$ cat src/rtl/rsv_pkg.sv
package rsv_pkg;

    localparam int unsigned SEL_W     = 3;
    localparam int unsigned MAX_SHIFT = 9;            // longest setting: 2**9 ticks
    localparam int unsigned CNT_W     = MAX_SHIFT + 1;
    localparam int unsigned WD_STEPS  = 5;            // selects below this scale by powers of two
    localparam int unsigned REL_STEPS = 6;
    localparam int unsigned WD_MIN_SHIFT  = 1;        // shortest timeout: 2 ticks
    localparam int unsigned REL_MIN_SHIFT = 0;        // shortest delay: 1 tick

    typedef logic [SEL_W-1:0] sel_t;
    typedef logic [CNT_W-1:0] tcnt_t;

    typedef enum logic {
        ST_RELEASED = 1'b0,
        ST_ASSERTED = 1'b1
    } hold_state_e;

    // Setting 0 is the long one; each step after it divides by a further power of two.
    function automatic tcnt_t scaled_limit(input sel_t sel, input int unsigned steps,
                                           input int unsigned min_shift);
        tcnt_t one;
        one = tcnt_t'(1);
        if (sel == '0) begin
            return one << MAX_SHIFT;
        end else if (int'(sel) < int'(steps)) begin
            return one << (MAX_SHIFT - 1 - int'(sel));
        end
        return one << min_shift;
    endfunction

    function automatic tcnt_t wd_limit(input sel_t sel);
        return scaled_limit(sel, WD_STEPS, WD_MIN_SHIFT);
    endfunction

    function automatic tcnt_t rel_limit(input sel_t sel);
        return scaled_limit(sel, REL_STEPS, REL_MIN_SHIFT);
    endfunction

endpackage

$ cat src/rtl/rsv_sync.sv
module rsv_sync #(
    parameter int unsigned     WIDTH   = 1,
    parameter int unsigned     STAGES  = 2,
    parameter logic [WIDTH-1:0] RST_VAL = '0
) (
    input  logic             clk,
    input  logic             rst_n,
    input  logic [WIDTH-1:0] d,
    output logic [WIDTH-1:0] q
);

    logic [WIDTH-1:0] stage_d [STAGES];
    logic [WIDTH-1:0] stage_q [STAGES];

    always_comb begin
        stage_d[0] = d;
        for (int i = 1; i < int'(STAGES); i++) begin
            stage_d[i] = stage_q[i-1];
        end
    end

    always_ff @(posedge clk) begin
        for (int i = 0; i < int'(STAGES); i++) begin
            if (!rst_n) begin
                stage_q[i] <= RST_VAL;
            end else begin
                stage_q[i] <= stage_d[i];
            end
        end
    end

    assign q = stage_q[STAGES-1];

endmodule

$ cat src/rtl/rsv_wdog.sv
module rsv_wdog
    import rsv_pkg::*;
(
    input  logic  clk,
    input  logic  rst_n,
    input  logic  tick,
    input  logic  wd_s,
    input  logic  hold,
    input  tcnt_t limit,
    output logic  kick,
    output logic  expire,
    output tcnt_t cnt
);

    typedef struct packed {
        tcnt_t cnt;
        logic  prev;
    } wd_reg_t;

    wd_reg_t        r_d, r_q;
    logic [CNT_W:0] cnt_inc;

    always_comb begin
        r_d      = r_q;
        r_d.prev = wd_s;
        kick     = wd_s ^ r_q.prev;
        cnt_inc  = {1'b0, r_q.cnt} + 1'b1;
        // A kick in the same cycle as the final tick cancels the timeout.
        expire   = !hold && !kick && tick && (cnt_inc >= {1'b0, limit});
        if (hold || kick || expire) begin
            r_d.cnt = '0;
        end else if (tick) begin
            r_d.cnt = cnt_inc[CNT_W-1:0];
        end
    end

    always_ff @(posedge clk) begin
        if (!rst_n) begin
            r_q <= '0;
        end else begin
            r_q <= r_d;
        end
    end

    assign cnt = r_q.cnt;

endmodule

$ cat src/rtl/rsv_hold.sv
module rsv_hold
    import rsv_pkg::*;
(
    input  logic  clk,
    input  logic  rst_n,
    input  logic  tick,
    input  logic  fault,
    input  logic  expire,
    input  tcnt_t limit,
    output logic  det,
    output tcnt_t cnt
);

    typedef struct packed {
        hold_state_e st;
        tcnt_t       cnt;
    } hold_reg_t;

    hold_reg_t      r_d, r_q;
    logic [CNT_W:0] cnt_inc;

    always_comb begin
        r_d     = r_q;
        cnt_inc = {1'b0, r_q.cnt} + 1'b1;
        unique case (r_q.st)
            ST_ASSERTED: begin
                if (fault) begin
                    r_d.cnt = '0;
                end else if (tick) begin
                    if (cnt_inc >= {1'b0, limit}) begin
                        r_d.st  = ST_RELEASED;
                        r_d.cnt = '0;
                    end else begin
                        r_d.cnt = cnt_inc[CNT_W-1:0];
                    end
                end
            end
            default: begin
                if (fault || expire) begin
                    r_d.st  = ST_ASSERTED;
                    r_d.cnt = '0;
                end
            end
        endcase
    end

    always_ff @(posedge clk) begin
        if (!rst_n) begin
            r_q.st  <= ST_ASSERTED;
            r_q.cnt <= '0;
        end else begin
            r_q <= r_d;
        end
    end

    assign det = (r_q.st == ST_ASSERTED);
    assign cnt = r_q.cnt;

endmodule

$ cat src/rtl/rst_supervisor.sv
module rst_supervisor
    import rsv_pkg::*;
#(
    parameter bit          ACTIVE_LOW  = 1'b1,
    parameter int unsigned SYNC_STAGES = 2
) (
    input  logic             clk,
    input  logic             rst_n,
    input  logic             tick,
    input  logic             supply_ok,
    input  logic             mr_n,
    input  logic             wd_in,
    input  logic [SEL_W-1:0] wd_sel,
    input  logic [SEL_W-1:0] dly_sel,
    output logic             rst_out
);

    localparam int unsigned N_ASYNC = 2;

    logic [N_ASYNC-1:0] async_s;
    logic               mr_s;
    logic               wd_s;
    logic               fault;
    logic               kick;
    logic               expire;
    logic               det_q;
    tcnt_t              wd_lim;
    tcnt_t              rel_lim;
    tcnt_t              wd_cnt;
    tcnt_t              hold_cnt;

    rsv_sync #(
        .WIDTH   (N_ASYNC),
        .STAGES  (SYNC_STAGES),
        .RST_VAL (2'b10)
    ) u_sync (
        .clk   (clk),
        .rst_n (rst_n),
        .d     ({mr_n, wd_in}),
        .q     (async_s)
    );

    assign mr_s = async_s[1];
    assign wd_s = async_s[0];

    always_comb begin
        wd_lim  = wd_limit(wd_sel);
        rel_lim = rel_limit(dly_sel);
        fault   = !supply_ok || !mr_s;
    end

    rsv_wdog u_wdog (
        .clk    (clk),
        .rst_n  (rst_n),
        .tick   (tick),
        .wd_s   (wd_s),
        .hold   (det_q),
        .limit  (wd_lim),
        .kick   (kick),
        .expire (expire),
        .cnt    (wd_cnt)
    );

    rsv_hold u_hold (
        .clk    (clk),
        .rst_n  (rst_n),
        .tick   (tick),
        .fault  (fault),
        .expire (expire),
        .limit  (rel_lim),
        .det    (det_q),
        .cnt    (hold_cnt)
    );

    generate
        if (ACTIVE_LOW) begin : g_pol_low
            assign rst_out = ~det_q;
        end else begin : g_pol_high
            assign rst_out = det_q;
        end
    endgenerate

endmodule

$ cat config.mk
export PLATFORM = sky130hd
export DESIGN_NAME = rst_supervisor
export DESIGN_NICKNAME = d
export VERILOG_FILES = /design/src/rtl/rsv_pkg.sv /design/src/rtl/rsv_sync.sv /design/src/rtl/rsv_wdog.sv /design/src/rtl/rsv_hold.sv /design/src/rtl/rst_supervisor.sv
export SDC_FILE = /design/constraint.sdc
export NUM_CORES = 1
export LEC_CHECK = 0
export BUFFER_PORTS_ARGS = -buffer_cell sky130_fd_sc_hd__clkbuf_2
export CORE_MARGIN = 5
export CORE_UTILIZATION = 60
export DETAILED_ROUTE_END_ITERATION = 8
export PLACE_DENSITY_LB_ADDON = 0.3
export SLEW_MARGIN = 20
export SYNTH_ARGS = -nofsm -noshare
export SYNTH_HDL_FRONTEND = slang
export SYNTH_SLANG_ARGS = --single-unit
$ cat constraint.sdc
create_clock -name clk -period 3.4 [get_ports clk]
set_input_delay 0.34 -clock clk [delete_from_list [all_inputs] [get_ports clk]]
set_output_delay 0.34 -clock clk [all_outputs]
set_load 0.1 [all_outputs]
* Yosys cells after proc, flatten, opt, wreduce, memory -nomap -nowiden *
Memories as Yosys holds them, arrays and structs flattened.
Index checks and enable logic that the tools add are counted.
Widths: inputs -> output; s select.

word-level totals
  memories kept = 1
  register bits = 22
  bits in writable memories = 4
  word-level logic and storage cells = 58

memory list
  name            depth  bits a word  read ports  clocked after memory_dff  wr ports  RTL line        RTL
  u_sync.stage_q  2      2            2           0                         2         rsv_sync.sv:13  logic [WIDTH-1:0] stage_q [STAGES];

cells by class
  shifts and indexed selects = 2
  reductions and logical operators = 16
  equality and inequality tests = 1
  $add $sub $neg = 4
  bitwise operators = 5
  muxes and demuxes = 21
  magnitude comparators = 4

operator list
  operator               count
  $mux 10                8
  $shl 1x32->10 const A  2
  $mux 11                3
  $add 10x1->11 const B  2
  $ge 11x10->1           2
  $sub 4x3->5 const A    2
  $mux 1                 8
  $logic_not 3->1        2
  $lt 3x3->1 const B     2
  $logic_not 1->1        4
  $logic_or 1x1->1       4
  $mux 2                 2
  $logic_and 1x1->1      3
  $ne 3x2->1 const B     1
  $not 1->1              2
  $or 1x1->1             2
  $reduce_and 2->1       1
  $reduce_bool 2->1      1
  $reduce_or 2->1        1
  $xor 1x1->1            1

* Logic depth before layout (Yosys ltp) *
  word-level depth = 10
  gate-level depth with buffers = 13
  depth with buffers taken out = 12

* Hierarchy *
A second synthesis with hierarchy kept.

unflattened totals
  cell total of the unflattened synthesis = 278
  area total of the unflattened synthesis = 2219.6 um^2

modules (own cells, without submodules)
  module          seq. area each (um^2)  cells an instance  area each (um^2)  instances
  rsv_wdog        220.2                  136                1053.5            1
  rsv_hold        220.2                  93                 824.5             1
  rst_supervisor  0.0                    41                 236.5             1
  rsv_sync        80.1                   8                  105.1             1

* Least setup slack after synthesis *
No wires, ideal clock.

  kind = reg-to-reg
  from = register u_wdog.r_q, in the netlist u_wdog.cnt[0]
  to = register, netlist name u_hold.cnt[7]
  buffers on the path = 2
  stages on the path, launching flop included = 14
  library setup time = 122 ps
  data arrival time = 2870 ps
  setup slack = 408 ps
  path through = dfxtp_1 ha_1 and3_1 and3_1 buf_4 xor2_1 ha_1 and4_1 o21ai_0 o211ai_1 a2111oi_0 or3_1 buf_6 a221o_1

between the ends
  word-level cells in the longest chain between the ends = 6

ends and longest elaborated chain
  what                         RTL line        RTL
  from (decl)                  rsv_wdog.sv:20  wd_reg_t r_d, r_q;
  from (signal assigned)       rsv_wdog.sv:41  r_q <= r_d;
  $add 10x1->11                rsv_wdog.sv:27  cnt_inc = {1'b0, r_q.cnt} + 1'b1;
  net u_wdog.cnt_inc[6]        rsv_wdog.sv:21  logic [CNT_W:0] cnt_inc;
  $ge 11x10->1                 rsv_wdog.sv:29  expire = !hold && !kick && tick && (cnt_inc >= {1'b0, limit});
  $logic_and 1x1->1            rsv_wdog.sv:29
  $logic_or 1x1->1             rsv_hold.sv:39  if (fault || expire) begin
  $reduce_bool 2->1 (no line)  -
  $reduce_and 2->1 (no line)   -

The timed path passes the listed nets, and every way through them passes these cells.
A chain may end at the register's enable or synchronous reset.

* Worst setup path in the final report *
  from = register u_wdog.r_q, in the netlist u_wdog.cnt[1]
  to = register, netlist name u_hold.cnt[7]

between the ends
  word-level cells in the longest chain between the ends = 6

ends and longest elaborated chain
  what                         RTL line
  $add 10x1->11                rsv_wdog.sv:27
  net u_wdog.cnt_inc[6]        rsv_wdog.sv:21
  $ge 11x10->1                 rsv_wdog.sv:29
  $logic_and 1x1->1            rsv_wdog.sv:29
  $logic_or 1x1->1             rsv_hold.sv:39
  $reduce_bool 2->1 (no line)  -
  $reduce_and 2->1 (no line)   -

The timed path passes the listed nets, and every way through them passes these cells.

==> run metrics <==
Synth warnings 0; Cells after Synth 218; Port-buffer cells 12; GRT Total Usage 17.7%; most frequent cells in the layout dfxtp_1, nor2_1, ha_1; hold_ws 0.187 ns; max_slew headroom 64.2%; Max Slew Vio Count 0; clk buf depth 2; minimum clock period after layout 3.14 ns; dpl ws 0.0455 ns; Worst Setup End Kind flip-flop; Post-synth EDFFs 0; Final HPWL DP 2820 um; hold_buf cts 0; synthesis-to-finish area growth 10.6%; DRC viols 0; leakage 0.959 nW; Sink Count 26; Yosys reg bits 26; maximum clock frequency 319 MHz; kind of critical path flip-flop to flip-flop; worst vdd ir 0.000346 V; width of the die 65.7 um; Post-Syn Area 1860 um^2; peak fanout along the critical path 10; Mapped Nets 253; startpoint types flip-flop; data arrival time of the critical path 3.37 ns; Num CTS Buffers 3; CTS tree done; vias in the first global route 1,451; clk root buf clkbuf_4; min-delay worst type primary input to flip-flop; CP required 3.63 ns; DR WL/cell 13.0 um; largest net degree at the start of global routing 16; final WL 3510 um; Final Hold Viols 0; Clock Skew 0.00508 ns; diode count 0; htree depth 1; max_cap viols 0; worst-margin pin slew 0.539 ns; drt pass-1 iters 4; worst setup margin 0.261 ns; first-pass GRT wire length 6180 um; Initial Util 61.9%; P per Cell Area 296 nW/um^2; setup-violating endpoint count in the final report 0; fill count 276; RSZ-0062 raised after global routing no; Worst-path clk slew 0.14 ns; Worst-Skew Late Latency 0.33 ns; Fin Setup TNS 0 ns; most common cell after layout, fill and taps aside dfxtp_1; ys async rst share 0%; status finished clean; row cnt 20; Vias/cell 5.80; Total Die Area 4310 um^2; initial antenna violation count 0; share of layout cells above drive strength 1 13.1%; Unique masters post-synth 38; Top FF cell, synth dfxtp_1; Tcrit/Tclk final 92.3%; Seq/Total Area, Yosys 28.0%; gr ovfl total 0; Ports 13; Inst Count DP 263; Placeable Area 3000 um^2; final non-filler cell total 269; post-layout util 68.5%; Die Ht 65.7 um; post-route ant nets 0; Initial DRC Count 95; Final GP Congestion 0.843; Final nets 272; vias 1,561; Mean Syn Cell Area 8.53 um^2
## area by class of cell
| cell class | count | area [um^2] | share of cell area [%] |
|---|---|---|---|
| clock buffers | 3 | 22.5 | 1.10 |
| clock inverters | 1 | 30.0 | 1.46 |
| inverters | 6 | 22.5 | 1.10 |
| multi-input cells | 181 | 1310 | 63.5 |
| flip-flops and latches | 26 | 520 | 25.3 |
| well taps | 33 | 41.3 | 2.01 |
| repair buffers | 19 | 113 | 5.48 |
## power breakdown
group          total, mW  internal (mW)  switching [mW]
combinational     0.0847         0.0348          0.0498
clock              0.213          0.119          0.0939
sequential         0.311          0.309         0.00221
total              0.609          0.463           0.146
## final timing paths
kind,cells after the start,start,slack (ns),endpoint
worst max-delay path,11,u_wdog.cnt[1]$_SDFFE_PP0P_,0.26,u_hold.cnt[7]$_SDFFE_PN0P_
worst min-delay path,2,mr_n,0.19,u_sync.stage_q[0][1]$_SDFF_PN1_
worst max register to register,11,u_wdog.cnt[1]$_SDFFE_PP0P_,0.26,u_hold.cnt[7]$_SDFFE_PN0P_
worst min register to register,1,u_sync.stage_q[0][1]$_SDFF_PN1_,0.44,u_sync.stage_q[1][1]$_SDFF_PN1_
## registers in the layout, indices dropped and copies added (netlist names)
signal,count
u_wdog.cnt,10
u_hold.det,1
u_wdog.r_q,1
u_sync.stage_q,4
u_hold.cnt,10
## cells by family (layout without fill, tap and decap cells)
| logic type | count (synthesis) | in the layout | synth area share (%) |
|---|---|---|---|
| muxes | 2 | 2 | 1.14 |
| xor gates and xnor gates | 23 | 23 | 10.8 |
| buffers and inverters | 11 | 29 | 2.83 |
| and+or+nand+nor | 100 | 100 | 27.5 |
| DFF | 26 | 26 | 28.0 |
| AOI/OAI and AO/OA | 33 | 33 | 14.2 |
| adders and majority gates | 23 | 23 | 15.5 |
## worst max-delay path: stages, from the launching register on
cell and delay, ns:
dfxtp_1 0.43, ha_1 0.23, and3_1 0.23, and3_1 0.29, xor2_1 0.10, ha_1 0.30
and4_1 0.17, o21ai_0 0.10, o211ai_1 0.23, a2111oi_0 0.13, or3_4 0.47, a221o_1 0.36
## cells in the mapped netlist, types with 3 or more instances
cell type / count / area, um^2
nand2b_1: 5 / 31.3
a211oi_1: 3 / 22.5
a21bo_1: 3 / 30.0
xnor2_1: 8 / 70.1
nor2b_1: 6 / 37.5
or2_2: 3 / 18.8
inv_1: 6 / 22.5
nand2_1: 18 / 67.6
nor3_1: 3 / 15.0
o211ai_1: 4 / 30.0
nand4_1: 5 / 31.3
o21ai_0: 5 / 25.0
o21a_1: 3 / 22.5
and3_1: 8 / 50.1
dfxtp_1: 26 / 521
nand3_1: 16 / 80.1
ha_1: 23 / 288
a22o_1: 6 / 52.6
xor2_1: 15 / 131
nor4b_1: 3 / 26.3
and2_1: 5 / 31.3
nor2_1: 23 / 86.3
## routing by layer
metal | vias up | global-route usage, % | routed length (um)
li1 | 820 | - | -
met1 | 718 | 24.4 | 1800
met2 | 19 | 28.5 | 1580
met3 | 4 | 3.93 | 98
met4 | 0 | 3.11 | 27
met5 | - | 0 | 0
## stage by stage
stage	power (mW)	instance area, um^2
3_3_place_gp	0.395	1970
5_1_grt	0.633	2060
2_1_floorplan	0.374	1860
6_report	0.609	2060
4_1_cts	0.606	2020
3_5_place_dp	0.397	1970
## timing repair
action | 4_1_cts | 5_1_grt
resized for setup | 0 | 3
endpoints found under the setup margin | 0 | 19
setup buffers | 0 | 2
(Power assumes the default switching activity.)
